[src/rtl/adpbp_pkg.sv]
package adpbp_pkg;

  typedef enum logic [1:0] {
    MD_RESET  = 2'b00,
    MD_BYPASS = 2'b01,
    MD_R24    = 2'b10,
    MD_R32    = 2'b11
  } chan_mode_e;

  function automatic logic [3:0] clear_lsb4(input logic [3:0] v);
    return {v[3:1], 1'b0};
  endfunction

endpackage

[src/rtl/adpbp_rst_detect.sv]
module adpbp_rst_detect #(
  parameter int RST_FRAMES = 4
) (
  input  logic clk,
  input  logic rst,
  input  logic tick_i,
  input  logic all_zero_i,
  output logic req_o
);
  localparam int CNT_W = $clog2(RST_FRAMES + 1);
  localparam logic [CNT_W-1:0] CNT_MAX = CNT_W'(RST_FRAMES);

  logic [CNT_W-1:0] cnt_q;
  logic [CNT_W-1:0] cnt_inc;

  // saturating count of consecutive all-zero ticks
  assign cnt_inc = (cnt_q == CNT_MAX) ? cnt_q : cnt_q + 1'b1;

  always_ff @(posedge clk) begin
    if (rst) begin
      cnt_q <= '0;
      req_o <= 1'b0;
    end else if (tick_i) begin
      if (all_zero_i) begin
        cnt_q <= cnt_inc;
        req_o <= (cnt_inc == CNT_MAX);
      end else begin
        cnt_q <= '0;
        req_o <= 1'b0;
      end
    end
  end
endmodule

[src/rtl/adpbp_lane.sv]
module adpbp_lane
  import adpbp_pkg::*;
#(
  parameter int PCM_W = 8,
  parameter int ADP_W = 4
) (
  input  logic             clk,
  input  logic             rst,
  input  logic             tick_i,
  input  logic [1:0]       sel_i,
  input  logic [PCM_W-1:0] pcm_i,
  input  logic [ADP_W-1:0] adp_i,
  input  logic             core_valid_i,
  input  logic [PCM_W-1:0] core_pcm_i,
  input  logic [ADP_W-1:0] core_adp_i,
  output logic [PCM_W-1:0] pcm_src_o,
  output logic [ADP_W-1:0] adp_src_o,
  output logic [1:0]       mode_o,
  output logic [PCM_W-1:0] pcm_tx_o,
  output logic [ADP_W-1:0] adp_tx_o
);
  localparam int PAD_W = PCM_W - ADP_W;

  chan_mode_e       sel_m;
  chan_mode_e       mode_q;
  logic [ADP_W-1:0] adp_stage_q;
  logic [ADP_W-1:0] pcm_hi_q;
  logic [PCM_W-1:0] res_pcm_q;
  logic [ADP_W-1:0] res_adp_q;
  logic [ADP_W-1:0] adp_lsb0;
  logic [ADP_W-1:0] res_lsb0;

  assign sel_m    = chan_mode_e'(sel_i);
  assign adp_lsb0 = {adp_i[ADP_W-1:1], 1'b0};
  assign res_lsb0 = {res_adp_q[ADP_W-1:1], 1'b0};
  assign mode_o   = mode_q;

  // stage 1: capture at the tick, mode bound to the captured sample
  always_ff @(posedge clk) begin
    if (rst) begin
      mode_q      <= MD_RESET;
      adp_stage_q <= '0;
      pcm_hi_q    <= '0;
      pcm_src_o   <= '0;
      adp_src_o   <= '0;
    end else if (tick_i) begin
      mode_q      <= sel_m;
      adp_stage_q <= adp_i;
      pcm_hi_q    <= pcm_i[PCM_W-1 -: ADP_W];
      case (sel_m)
        MD_RESET: begin
          pcm_src_o <= '0;
          adp_src_o <= '0;
        end
        MD_R24: begin
          pcm_src_o <= pcm_i;
          adp_src_o <= adp_lsb0;
        end
        default: begin
          pcm_src_o <= pcm_i;
          adp_src_o <= adp_i;
        end
      endcase
    end
  end

  // core result holding for the processing frame
  always_ff @(posedge clk) begin
    if (rst) begin
      res_pcm_q <= '0;
      res_adp_q <= '0;
    end else if (core_valid_i) begin
      res_pcm_q <= core_pcm_i;
      res_adp_q <= core_adp_i;
    end else if (tick_i) begin
      res_pcm_q <= '0;
      res_adp_q <= '0;
    end
  end

  // stage 2: transmit registers loaded at the end of the processing frame
  always_ff @(posedge clk) begin
    if (rst) begin
      pcm_tx_o <= '0;
      adp_tx_o <= '0;
    end else if (tick_i) begin
      case (mode_q)
        MD_RESET: begin
          pcm_tx_o <= '0;
          adp_tx_o <= '0;
        end
        MD_BYPASS: begin
          pcm_tx_o <= {adp_stage_q, {PAD_W{1'b0}}};
          adp_tx_o <= pcm_hi_q;
        end
        MD_R24: begin
          pcm_tx_o <= res_pcm_q;
          adp_tx_o <= res_lsb0;
        end
        default: begin
          pcm_tx_o <= res_pcm_q;
          adp_tx_o <= res_adp_q;
        end
      endcase
    end
  end
endmodule

[src/rtl/adpbp_ctrl.sv]
module adpbp_ctrl #(
  parameter int PCM_W      = 8,
  parameter int ADP_W      = 4,
  parameter int RST_FRAMES = 4
) (
  input  logic             clk,
  input  logic             rst,
  input  logic             frame_tick,
  input  logic [1:0]       mode_sel_b1,
  input  logic [1:0]       mode_sel_b2,
  input  logic [PCM_W-1:0] pcm_in_b1,
  input  logic [PCM_W-1:0] pcm_in_b2,
  input  logic [ADP_W-1:0] adp_in_b1,
  input  logic [ADP_W-1:0] adp_in_b2,
  input  logic             core_valid,
  input  logic [PCM_W-1:0] core_pcm_b1,
  input  logic [PCM_W-1:0] core_pcm_b2,
  input  logic [ADP_W-1:0] core_adp_b1,
  input  logic [ADP_W-1:0] core_adp_b2,
  output logic [PCM_W-1:0] core_pcm_src_b1,
  output logic [PCM_W-1:0] core_pcm_src_b2,
  output logic [ADP_W-1:0] core_adp_src_b1,
  output logic [ADP_W-1:0] core_adp_src_b2,
  output logic [1:0]       mode_b1,
  output logic [1:0]       mode_b2,
  output logic             rst_req,
  output logic [PCM_W-1:0] pcm_tx_b1,
  output logic [PCM_W-1:0] pcm_tx_b2,
  output logic [ADP_W-1:0] adp_tx_b1,
  output logic [ADP_W-1:0] adp_tx_b2
);
  localparam int NCH = 2;

  logic [1:0]       sel_a     [NCH];
  logic [PCM_W-1:0] pcm_a     [NCH];
  logic [ADP_W-1:0] adp_a     [NCH];
  logic [PCM_W-1:0] cpcm_a    [NCH];
  logic [ADP_W-1:0] cadp_a    [NCH];
  logic [PCM_W-1:0] psrc_a    [NCH];
  logic [ADP_W-1:0] asrc_a    [NCH];
  logic [1:0]       mode_a    [NCH];
  logic [PCM_W-1:0] ptx_a     [NCH];
  logic [ADP_W-1:0] atx_a     [NCH];

  assign sel_a[0]  = mode_sel_b1;  assign sel_a[1]  = mode_sel_b2;
  assign pcm_a[0]  = pcm_in_b1;    assign pcm_a[1]  = pcm_in_b2;
  assign adp_a[0]  = adp_in_b1;    assign adp_a[1]  = adp_in_b2;
  assign cpcm_a[0] = core_pcm_b1;  assign cpcm_a[1] = core_pcm_b2;
  assign cadp_a[0] = core_adp_b1;  assign cadp_a[1] = core_adp_b2;

  for (genvar ch = 0; ch < NCH; ch++) begin : g_lane
    adpbp_lane #(.PCM_W(PCM_W), .ADP_W(ADP_W)) u_lane (
      .clk          (clk),
      .rst          (rst),
      .tick_i       (frame_tick),
      .sel_i        (sel_a[ch]),
      .pcm_i        (pcm_a[ch]),
      .adp_i        (adp_a[ch]),
      .core_valid_i (core_valid),
      .core_pcm_i   (cpcm_a[ch]),
      .core_adp_i   (cadp_a[ch]),
      .pcm_src_o    (psrc_a[ch]),
      .adp_src_o    (asrc_a[ch]),
      .mode_o       (mode_a[ch]),
      .pcm_tx_o     (ptx_a[ch]),
      .adp_tx_o     (atx_a[ch])
    );
  end

  adpbp_rst_detect #(.RST_FRAMES(RST_FRAMES)) u_rst_detect (
    .clk        (clk),
    .rst        (rst),
    .tick_i     (frame_tick),
    .all_zero_i ((mode_sel_b1 == 2'b00) && (mode_sel_b2 == 2'b00)),
    .req_o      (rst_req)
  );

  assign core_pcm_src_b1 = psrc_a[0];  assign core_pcm_src_b2 = psrc_a[1];
  assign core_adp_src_b1 = asrc_a[0];  assign core_adp_src_b2 = asrc_a[1];
  assign mode_b1         = mode_a[0];  assign mode_b2         = mode_a[1];
  assign pcm_tx_b1       = ptx_a[0];   assign pcm_tx_b2       = ptx_a[1];
  assign adp_tx_b1       = atx_a[0];   assign adp_tx_b2       = atx_a[1];
endmodule

[config.mk]
export PLATFORM = sky130hd
export DESIGN_NAME = adpbp_ctrl
export DESIGN_NICKNAME = d
export VERILOG_FILES = /design/src/rtl/adpbp_pkg.sv /design/src/rtl/adpbp_rst_detect.sv /design/src/rtl/adpbp_lane.sv /design/src/rtl/adpbp_ctrl.sv
export SDC_FILE = /design/constraint.sdc
export NUM_CORES = 1
export LEC_CHECK = 0
export CORE_ASPECT_RATIO = 2
export CORE_UTILIZATION = 43
export CTS_CLUSTER_DIAMETER = 120
export DETAILED_ROUTE_END_ITERATION = 10
export PLACE_DENSITY_LB_ADDON = 0.08
export SKIP_CTS_REPAIR_TIMING = 1
export SYNTH_ARGS = -nofsm -noshare
export SYNTH_HDL_FRONTEND = slang
export SYNTH_SLANG_ARGS = --single-unit
export TNS_END_PERCENT = 30
[constraint.sdc]
create_clock -name clk -period 1.2 [get_ports clk]
set_input_delay 0.3 -clock clk [delete_from_list [all_inputs] [get_ports clk]]
set_output_delay 0.3 -clock clk [all_outputs]
set_load 0.005 [all_outputs]
==> results.cfg <==
[final_layout]
antenna_cells = 0
syn_to_final_growth_pct = 44.3
final_nets = 602
stdcell_count = 649
drive_above_1_share_pct = 13.1

[route]
vias = 3383
drt_wl_total_mm = 10.0
wl_met2_mm = 5.67
vias_per_cell = 5.21
drt_first_pass_iters = 4
drtIter0Drc = 140
drc = 0
dr.max_layer_used = met4
ant_nets = 0
wl_met1_mm = 3.87
dr_wl_met3_um = 342
wl_per_cell_um = 15.5

[logic_synthesis]
netlist_area_um2 = 3870
syn_nets = 494
yosysSeqAreaShare_pct = 49.6
synth.most_common_cell = dfxtp_1
ys_seq_elements = 96
yosys.cell_types.count = 29
synth-edff-count = 0
yosys_warnings = 0
synthFlopType = dfxtp_1
netlist_instances = 436
yosysTopAreaCellShare_pct = 49.6
ys_top_cells_by_area = dfxtp_1 50%, a21oi_1 7.9%, nand2b_1 5.8%, nor2_1 5.7%, mux2i_1 5.2%
ys_top_cells_by_count = 96 x dfxtp_1, 61 x a21oi_1, 59 x nor2_1
async_reset_ff_share_pct = 0
syn_avg_cell_area_um2 = 8.88
synth_top_cell_by_area = dfxtp_1

[clock_network]
insertion_delay_ns = 0.33
cts-buffers-inserted = 9
cts_root_buf = clkbuf_16
clk_path_buf_depth = 2
cts_sinks = 96
clkTransAtPathRegs_ns = 0.06
cts_tree = done
cts_max_level = 3

[power_and_ir_drop]
p_comb_share_pct = 13.1
pwr-share-clk_pct = 37.5
seq_power_share_pct = 49.4
p_switching_mw = 1.60
netSwitchingFraction_pct = 23.2
intPower_mw = 5.30
power.leakage_nw = 2.89
peakVddDrop_uv = 887
p_per_area_nw_per_um2 = 1230
p_total_mw = 6.90

[sta]
finalSetupViolations = 1
layout_min_cycle_time_ns = 1.22
whs_ns = 0.279
fin_ws_ns = -0.0170
rsz0062_at_grt = true
final_hold_viol_count = 0
worst_slew_pin_slew_ns = 0.250
timing.slew.headroom_pct = 83.4
fin_skew_ns = 0.00546
slew_violations = 0
fmax_mhz = 822
period_share_pct = 101

[critical_path]
startpoint = u_rst_detect.cnt_q[0]
crit_path_end_kind = flip-flop
startpoint_type = flip-flop
cp_max_fo = 3
arrival_ns = 1.46
crit_path_end = u_rst_detect.req_o
path_depth = 5
cp_slowest_cell = dfxtp_2
cp_cell_sequence = inv_1, ha_2, nor2_1, nand2_1, o32ai_2
cp_top_family = flip-flops
rr_startpoint = u_rst_detect.cnt_q[0]
crit_type = reg -> reg
worstPathRequired_ns = 1.44
r2r-end = u_rst_detect.req_o
critPathBufInv = 1
rr_worst_depth = 5
slowest_delay_ns = 0.33
r2r_slack_ns = -0.02

[placed_design]
dp_hpwl_mm = 7.19
dp.cells = 633
place_congestion = 0.783
port_buffers = 108

[run_status]
status = complete, but fails checks
failed_checks = setup timing

[grt]
grt_max_degree = 56
antenna_found_initial = 0
overflow = 0
grt_pass1_wl_mm = 15.6
grt_pass1_vias = 3221
grtUsageTotal_pct = 21.3

[min_path]
hp-class = in -> reg

[floorplan]
dieWidth_um = 69.1
num_rows = 48
die_h_um = 136
start_util_pct = 44.5
io_pins = 109
die_area_um2 = 9420
coreArea_um2 = 8710

[run]
max_cap_violations = 0
worst reg2reg max path, stage by stage (launching register included):
cell	delay [ns]
dfxtp_2	0.33
inv_1	0.08
ha_2	0.28
nor2_1	0.13
nand2_1	0.08
o32ai_2	0.23
worst min path at each step:
stage                                                to  cells after the start                          start  slack [ns]
after floorplan           g_lane[0].u_lane.res_adp_q[0]                      2                 core_adp_b1[0]        0.44
after global placement    g_lane[1].u_lane.pcm_src_o[1]                      2  g_lane[1].u_lane.pcm_src_o[1]        0.45
after detailed placement  g_lane[1].u_lane.adp_src_o[0]                      2  g_lane[1].u_lane.adp_src_o[0]        0.46
after CTS                 g_lane[1].u_lane.adp_src_o[0]                      3                     frame_tick        0.36
after global routing         g_lane[0].u_lane.mode_o[0]                      3                 mode_sel_b1[0]        0.33
final                        g_lane[0].u_lane.mode_o[0]                      3                 mode_sel_b1[0]        0.28
flip-flops by register name (all words and copies together), names as in the netlist:
register and count:
g_lane.u_lane.pcm_tx_o 16, g_lane.u_lane.mode_o 4, g_lane.u_lane.adp_src_o 8, u_rst_detect.cnt_q 3
g_lane.u_lane.pcm_src_o 16, u_rst_detect.req_o 1, g_lane.u_lane.adp_stage_q 8, g_lane.u_lane.res_adp_q 8
g_lane.u_lane.res_pcm_q 16, g_lane.u_lane.pcm_hi_q 8, g_lane.u_lane.adp_tx_o 8
layout by cell type (no fill, tap or decap), types with 2 or more instances in the layout:
cell type / n
dfxtp_1: 80
a21oi_1: 61
nor2_1: 59
dlymetal6s2s_1: 54
clkdlybuf4s50_1: 52
nand2b_1: 36
nand3_1: 35
nor3b_1: 23
buf_4: 23
mux2i_1: 20
nand2_1: 18
dfxtp_2: 15
clkbuf_16: 9
a22oi_1: 7
a211oi_1: 7
o211ai_1: 7
o21ai_0: 7
buf_12: 6
clkbuf_1: 3
inv_1: 2
mux2_2: 2
or2_4: 2
nor2b_1: 2
clkinv_2: 2
power groups by stage:
stage / Clock (mW) / Sequential, mW / Combinational, mW
after floorplan: 0 / 3.47 / 0.428
after global placement: 0 / 3.48 / 0.914
after detailed placement: 0 / 3.48 / 0.925
after CTS: 2.66 / 3.41 / 0.929
after global routing: 2.77 / 3.43 / 0.983
final: 2.59 / 3.41 / 0.903
stage by stage:
| step | TNS [ns] | instance area (µm²) | util (%) | setup WS [ns] |
|---|---|---|---|---|
| global placement | -11.69 | 5150 | 59.1 | -0.324 |
| floorplan | 0 | 3870 | - | 0.00258 |
| global route | -0.190 | 5590 | 64.2 | -0.0711 |
| CTS | -15.76 | 5410 | 62.2 | -0.364 |
| detailed placement | -12.42 | 5150 | 59.1 | -0.368 |
| finish | -0.0170 | 5590 | 64.2 | -0.0170 |
cells by family after synthesis:
family / synth area share, %
fa+ha+maj: 0.646
mux: 5.75
buf+inv: 5.65
simple gates: 24.2
compound gates: 14.1
flops: 49.6
final cells by class:
cell class                      instances  area, µm²
Sequential cell                        96       1940
Tap cell                              100        125
Timing Repair Buffer                  136       1490
Fill cell                             771       3120
Clock inverter                          3       17.5
Multi-Input combinational cell        299       1750
Clock buffer                           13        250
Inverter                                2       7.51
per-layer routing:
layer,vias to the layer above,GRT usage (%)
met5,-,0
met4,0,8.50
met3,12,3.56
met2,72,41.5
met1,1596,22.0
li1,1703,-
No activity file was read; power rests on OpenSTA's default activity.
